## config.mk

```make
export PLATFORM = sky130hd
export DESIGN_NAME = cr_logic_unit
export DESIGN_NICKNAME = d
export VERILOG_FILES = /design/src/rtl/cr_pkg.sv /design/src/rtl/cr_op_decode.sv /design/src/rtl/cr_bit_unit.sv /design/src/rtl/cr_field_unit.sv /design/src/rtl/cr_logic_unit.sv
export SDC_FILE = /design/constraint.sdc
export NUM_CORES = 1
export LEC_CHECK = 0
export ABC_AREA = 0
export BUFFER_PORTS_ARGS = -buffer_cell sky130_fd_sc_hd__buf_4
export CAP_MARGIN = 20
export CORE_MARGIN = 5
export CORE_UTILIZATION = 45
export DETAILED_ROUTE_END_ITERATION = 6
export GPL_TIMING_DRIVEN = 0
export PLACE_DENSITY = 0.7
export SLEW_MARGIN = 30
export SYNTH_ARGS = -nofsm -noshare
export SYNTH_HDL_FRONTEND = slang
export SYNTH_SLANG_ARGS = --single-unit
```

## constraint.sdc

```tcl
create_clock -name clk -period 4 [get_ports clk]
set_clock_uncertainty 0.2 [all_clocks]
set_input_delay 0.8 -clock clk [delete_from_list [all_inputs] [get_ports clk]]
set_output_delay 0.8 -clock clk [all_outputs]
set_load 0.005 [all_outputs]
```

## src/rtl/cr_pkg.sv

```systemverilog
package cr_pkg;

  localparam logic [3:0] OP_WRITE = 4'h0;
  localparam logic [3:0] OP_READ  = 4'h1;
  localparam logic [3:0] OP_FCOPY = 4'h2;
  localparam logic [3:0] OP_XMOVE = 4'h3;
  localparam logic [3:0] OP_XLOAD = 4'h4;

  // Bit operations occupy 0x8..0xF; the low three bits choose the function.
  localparam logic [2:0] BF_AND  = 3'd0;
  localparam logic [2:0] BF_ANDC = 3'd1;
  localparam logic [2:0] BF_OR   = 3'd2;
  localparam logic [2:0] BF_ORC  = 3'd3;
  localparam logic [2:0] BF_XOR  = 3'd4;
  localparam logic [2:0] BF_NAND = 3'd5;
  localparam logic [2:0] BF_NOR  = 3'd6;
  localparam logic [2:0] BF_EQV  = 3'd7;

  function automatic logic cr_bool(input logic [2:0] sel, input logic a, input logic b);
    logic r;
    case (sel)
      BF_AND:  r = a & b;
      BF_ANDC: r = a & ~b;
      BF_OR:   r = a | b;
      BF_ORC:  r = a | ~b;
      BF_XOR:  r = a ^ b;
      BF_NAND: r = ~(a & b);
      BF_NOR:  r = ~(a | b);
      default: r = ~(a ^ b);
    endcase
    return r;
  endfunction

endpackage

```

## src/rtl/cr_op_decode.sv

```systemverilog
module cr_op_decode
  import cr_pkg::*;
(
  input  logic       valid,
  input  logic [3:0] op,
  output logic       ev_write,
  output logic       ev_fcopy,
  output logic       ev_xmove,
  output logic       ev_xload,
  output logic       ev_bitop,
  output logic       ev_hold
);
  always_comb begin
    ev_write = 1'b0;
    ev_fcopy = 1'b0;
    ev_xmove = 1'b0;
    ev_xload = 1'b0;
    ev_bitop = 1'b0;
    ev_hold  = 1'b0;
    if (valid) begin
      if (op[3]) begin
        ev_bitop = 1'b1;
      end else begin
        case (op)
          OP_WRITE: ev_write = 1'b1;
          OP_FCOPY: ev_fcopy = 1'b1;
          OP_XMOVE: ev_xmove = 1'b1;
          OP_XLOAD: ev_xload = 1'b1;
          default:  ev_hold  = 1'b1;
        endcase
      end
    end
  end
endmodule

```

## src/rtl/cr_bit_unit.sv

```systemverilog
module cr_bit_unit
  import cr_pkg::*;
#(
  parameter int CR_W   = 32,
  parameter int BIDX_W = $clog2(CR_W)
) (
  input  logic [CR_W-1:0]   cr_in,
  input  logic [2:0]        fn_sel,
  input  logic [BIDX_W-1:0] idx_dst,
  input  logic [BIDX_W-1:0] idx_a,
  input  logic [BIDX_W-1:0] idx_b,
  output logic              bit_a,
  output logic              bit_b,
  output logic              bit_res,
  output logic [CR_W-1:0]   cr_out
);
  localparam logic [BIDX_W-1:0] TOP_POS = BIDX_W'(CR_W - 1);

  logic [BIDX_W-1:0] pos_dst, pos_a, pos_b;

  // Index 0 names the most significant bit.
  assign pos_dst = TOP_POS - idx_dst;
  assign pos_a   = TOP_POS - idx_a;
  assign pos_b   = TOP_POS - idx_b;

  // Sources are read from the register before the update.
  assign bit_a   = cr_in[pos_a];
  assign bit_b   = cr_in[pos_b];
  assign bit_res = cr_bool(fn_sel, bit_a, bit_b);

  always_comb begin
    cr_out          = cr_in;
    cr_out[pos_dst] = bit_res;
  end
endmodule

```

## src/rtl/cr_field_unit.sv

```systemverilog
module cr_field_unit #(
  parameter int FIELDS  = 8,
  parameter int FIELD_W = 4,
  parameter int XR_TOP  = 3,
  parameter int CR_W    = FIELDS * FIELD_W,
  parameter int FIDX_W  = $clog2(FIELDS)
) (
  input  logic [CR_W-1:0]   cr_in,
  input  logic [FIDX_W-1:0] fdst,
  input  logic [FIDX_W-1:0] fsrc,
  input  logic [XR_TOP-1:0] xr_top,
  output logic [CR_W-1:0]   copy_out,
  output logic [CR_W-1:0]   xmove_out
);
  localparam int PAD_W = FIELD_W - XR_TOP;

  logic [FIELD_W-1:0] fld_vals [FIELDS];
  logic [FIELD_W-1:0] moved_fld;
  logic [FIELD_W-1:0] copied_fld;

  assign moved_fld  = {xr_top, {PAD_W{1'b0}}};
  assign copied_fld = fld_vals[fsrc];

  for (genvar f = 0; f < FIELDS; f++) begin : g_fld
    localparam int HI = CR_W - 1 - f * FIELD_W;
    assign fld_vals[f] = cr_in[HI -: FIELD_W];
    assign copy_out[HI -: FIELD_W]  = (fdst == FIDX_W'(f)) ? copied_fld : fld_vals[f];
    assign xmove_out[HI -: FIELD_W] = (fdst == FIDX_W'(f)) ? moved_fld  : fld_vals[f];
  end
endmodule

```

## src/rtl/cr_logic_unit.sv

```systemverilog
module cr_logic_unit #(
  parameter int FIELDS  = 8,
  parameter int FIELD_W = 4,
  parameter int XR_W    = 32,
  parameter int XR_TOP  = 3,
  localparam int CR_W   = FIELDS * FIELD_W,
  localparam int BIDX_W = $clog2(CR_W),
  localparam int FIDX_W = $clog2(FIELDS)
) (
  input  logic              clk,
  input  logic              rst,
  input  logic              valid,
  input  logic [3:0]        op,
  input  logic [BIDX_W-1:0] bt_dst,
  input  logic [BIDX_W-1:0] bt_a,
  input  logic [BIDX_W-1:0] bt_b,
  input  logic [FIDX_W-1:0] fld_dst,
  input  logic [FIDX_W-1:0] fld_src,
  input  logic [CR_W-1:0]   wdata,
  input  logic [XR_W-1:0]   xr_in,
  output logic [CR_W-1:0]   cr_q,
  output logic [XR_W-1:0]   xr_q
);
  logic ev_write, ev_fcopy, ev_xmove, ev_xload, ev_bitop, ev_hold;
  logic bit_a, bit_b, bit_res;
  logic [CR_W-1:0] bit_next, copy_next, xmove_next, cr_d;
  logic [XR_W-1:0] xr_d;

  cr_op_decode u_dec (
    .valid    (valid),
    .op       (op),
    .ev_write (ev_write),
    .ev_fcopy (ev_fcopy),
    .ev_xmove (ev_xmove),
    .ev_xload (ev_xload),
    .ev_bitop (ev_bitop),
    .ev_hold  (ev_hold)
  );

  cr_bit_unit #(.CR_W(CR_W), .BIDX_W(BIDX_W)) u_bit (
    .cr_in   (cr_q),
    .fn_sel  (op[2:0]),
    .idx_dst (bt_dst),
    .idx_a   (bt_a),
    .idx_b   (bt_b),
    .bit_a   (bit_a),
    .bit_b   (bit_b),
    .bit_res (bit_res),
    .cr_out  (bit_next)
  );

  cr_field_unit #(
    .FIELDS(FIELDS), .FIELD_W(FIELD_W), .XR_TOP(XR_TOP),
    .CR_W(CR_W), .FIDX_W(FIDX_W)
  ) u_fld (
    .cr_in     (cr_q),
    .fdst      (fld_dst),
    .fsrc      (fld_src),
    .xr_top    (xr_q[XR_W-1 -: XR_TOP]),
    .copy_out  (copy_next),
    .xmove_out (xmove_next)
  );

  always_comb begin
    cr_d = cr_q;
    xr_d = xr_q;
    if (ev_write) cr_d = wdata;
    if (ev_fcopy) cr_d = copy_next;
    if (ev_bitop) cr_d = bit_next;
    if (ev_xload) xr_d = xr_in;
    if (ev_xmove) begin
      cr_d = xmove_next;
      xr_d = '0;
    end
  end

  always_ff @(posedge clk) begin
    if (rst) begin
      cr_q <= '0;
      xr_q <= '0;
    end else begin
      cr_q <= cr_d;
      xr_q <= xr_d;
    end
  end
endmodule

```

==> impl_metrics.toml <==
[outcome]
status = "completed"

[global_routing]
via_count_of_the_first_global_routing_pass = 4928
overflow = 0
grt_start_max_net_pins = 14
all_layer_global_routing_usage_pct = 30.6
wire_length_of_the_first_global_routing_pass_um = 27500
grt_antenna_before_repair = 0

[placed_design]
detailedPlacementHpwl_um = 14200
place_area_um2 = 5770
numPlacedInstances = 820
place_worst_setup_slack_ns = -0.259
gp_congestion = 0.925
place.port_buffers = 147

[critical_path]
critical_path_origin = "bt_a[1]"
crit_family = "multiplexers"
number_of_stages_on_the_worst_setup_path = 9
rrSetupSlack_ns = 0.43
worst-path-max-fanout = 8
worstPathRequired_ns = 4.06
timing.critical_path.arrival_ns = 3.92
worst_r2r_startpoint = "cr_q[10]$_SDFFE_PP0P_"
r2r.worst_path.cells = 9
critical_path.max_stage_delay_ns = 0.55
capturing_point_of_the_worst_reg2reg_path = "cr_q[29]$_SDFFE_PP0P_"
critical_path.endpoint_type = "flip-flop"
timing.critical_path.cells = "buf_2, mux4_2, mux4_2, mux2i_1, ha_1, and3_1, nor3_1, nand3_1, a311oi_1"
timing.critical_path.buf_inv = 1
timing_worst_setup_path_type = "input port to flip-flop"
crit_path_frequent_cell = "mux4_2"
slowest_stage_cell_on_the_critical_path = "mux4_2"
cp_startpoint_kind = "input port"
critical_path.endpoint = "cr_q[23]$_SDFFE_PP0P_"

[timing]
timing.final.hold_violations = 0
maximum_clock_rate_mhz = 259
hold-worst-slack_ns = 0.258
fin_tns_setup_ns = 0
drv_slew = 0
setup_viol = 0
setup_repair_after_global_routing_missed_its_margin = "false"
share_of_the_clock_period_used_by_the_worst_path_pct = 96.3
layout_min_cycle_time_ns = 3.85
worst_slew_pin_slew_ns = 0.925
slew_limit_headroom_pct = 37.8
layout_setup_ws_ns = 0.146

[yosys]
synth-main-ff-cell = "dfxtp_1"
synth.cell_area_um2 = 4480
synth_edf_count = 0
post_synth_num_cell_types = 51
postSynthCellCount = 540
synthesized_area_per_cell_um2 = 8.29
ys_ff_latch = 64
ys_seq_area_share_pct = 28.6
yosys_warnings = 0
async_sr_flop_fraction_pct = 0
syn_nets = 636

[floorplan]
design.die.area_um2 = 12000
die_height_um = 110
placeableCoreArea_um2 = 9730
effective_utilization_at_floorplan_pct = 46.0
die_width_um = 110
rows = 36
ios = 156

[clock_network]
cts_hold_repair.buffers = 0
clock_sink_count = 64
cts_htree_levels = 3
clock_insertion_delay_worst_skew_ns = 0.36
cts_inserted_buffers = 9
cts_buffer_depth = 2
root_buffer = "clkbuf_8"
cts_tree = "done"
clk_transition_reported_paths_ns = 0.08

[pwr]
power_frac_comb_pct = 25.9
sequentialPowerShare_pct = 39.0
power.clock.fraction_pct = 35.2
design_power_total_mw = 1.87
netSwitchingPower_mw = 0.607
power-per-cell-area_nw_per_um2 = 311
ir_drop_v = 0.000197
cellLeakagePower_nw = 2.37
internal_power_mw = 1.26
net_switching_fraction_of_the_power_pct = 32.5

[min_path]
worstHoldPathType = "flip-flop to flip-flop"
min_path_cells = 2
hold_path.startpoint = "xr_q[14]$_SDFFE_PP0P_"

[cells_and_area]
antenna_cells = 0
layout-drive-gt1-share_pct = 34.1
final_area_um2 = 6000
layout.cells.most_common = "buf_4"
net_total_in_the_final_layout = 794
mostFrequentLayoutCells = "buf_4 (150), nand2_1 (100), dfxtp_1 (64), a21oi_1 (44), a31oi_1 (32)"
finish.utilization_pct = 61.7
final-instance-count-excl-fill = 836
area.growth.synth_to_final_pct = 34.0

[drt]
drt_pre_antenna_iters = 6
postRouteAntennaNets = 0
vias = 5225
routed_length_per_placed_instance_um = 22.3
drt_drc_violations_left = 0
drt-total-wl_um = 18600
vias_per_cell = 6.25
detailedRoute.firstIterationViolations = 467

[flow_run]
drv.max_cap_violation_count = 0
[tightest hold or removal path, cell delays in order, from the launching register on]
cell	delay (ns)
dfxtp_1	0.31
nand2_1	0.05
a21oi_1	0.05
[synthesized netlist by cell type, types with 4 or more instances]
master / number / area share, %
mux2i_1: 9 / 2.0
nor2b_1: 6 / 0.84
nor2_1: 10 / 0.84
nand2_1: 100 / 8.4
a31oi_1: 32 / 4.5
o21ai_0: 31 / 3.5
nand2b_1: 9 / 1.3
nand4_1: 6 / 0.84
inv_1: 5 / 0.42
ha_1: 4 / 1.1
a21oi_1: 44 / 4.9
nand3b_1: 6 / 1.0
and3_1: 24 / 3.4
clkbuf_1: 25 / 2.1
dfxtp_1: 64 / 29
a311oi_2: 16 / 5.4
o21ai_1: 15 / 1.7
nor3_1: 8 / 0.89
mux4_2: 24 / 12
buf_2: 16 / 1.8
nand3_1: 27 / 3.0
a311oi_1: 14 / 2.7
[cells by family after synthesis]
kind of cell / count (synthesis) / share of synthesized area (%)
buffers and inverters: 56 / 5.73
adder cells (fa/ha/maj): 4 / 1.12
AND/OR/NAND/NOR: 210 / 22.8
AO/OA/AOI/OAI: 172 / 27.4
flip-flops: 64 / 28.6
multiplexers: 34 / 14.3
[repair_timing]
| item | CTS | global route |
|---|---|---|
| resized for setup | 0 | 2 |
| hold endpoints to repair | 0 | 0 |
| setup buffers | 0 | 0 |
| endpoints found under the setup margin | 0 | 4 |
[layer usage]
layer | wire length, um | global-route usage (%)
met1 | 7750 | 41.3
met2 | 8480 | 47.3
met3 | 1930 | 6.81
met4 | 481 | 11.9
met5 | 0 | 0
[final cells by class]
cell class / count / area [um^2]
Inverter: 8 / 30.0
Sequential cell: 64 / 1280
Fill cell: 893 / 3730
Buffer: 48 / 229
Multi-Input combinational cell: 420 / 2970
Timing Repair Buffer: 147 / 1100
Clock inverter: 7 / 104
Clock buffer: 9 / 124
Tap cell: 133 / 166
[worst min path at each step]
stage                                  endpoint  slack (ns)
after floorplan            xr_q[0]$_SDFFE_PP0P_        0.25
after global placement    xr_q[13]$_SDFFE_PP0P_        0.24
after detailed placement  xr_q[19]$_SDFFE_PP0P_        0.25
after CTS                  xr_q[8]$_SDFFE_PP0P_        0.26
after global routing       xr_q[8]$_SDFFE_PP0P_        0.27
final                     xr_q[14]$_SDFFE_PP0P_        0.26
[state kept, by name, indices dropped and copies added, names as in the netlist]
| name | cells |
|---|---|
| cr_q | 32 |
| xr_q | 32 |
[power by group through the flow]
| stage | logic (mW) | registers, mW | clock network (mW) |
|---|---|---|---|
| after floorplan | 0.274 | 0.710 | 0 |
| after global placement | 0.461 | 0.735 | 0 |
| after detailed placement | 0.470 | 0.737 | 0 |
| after CTS | 0.472 | 0.722 | 0.662 |
| after global routing | 0.513 | 0.728 | 0.690 |
| final | 0.482 | 0.727 | 0.656 |
Power figures use the tool's default switching activity.
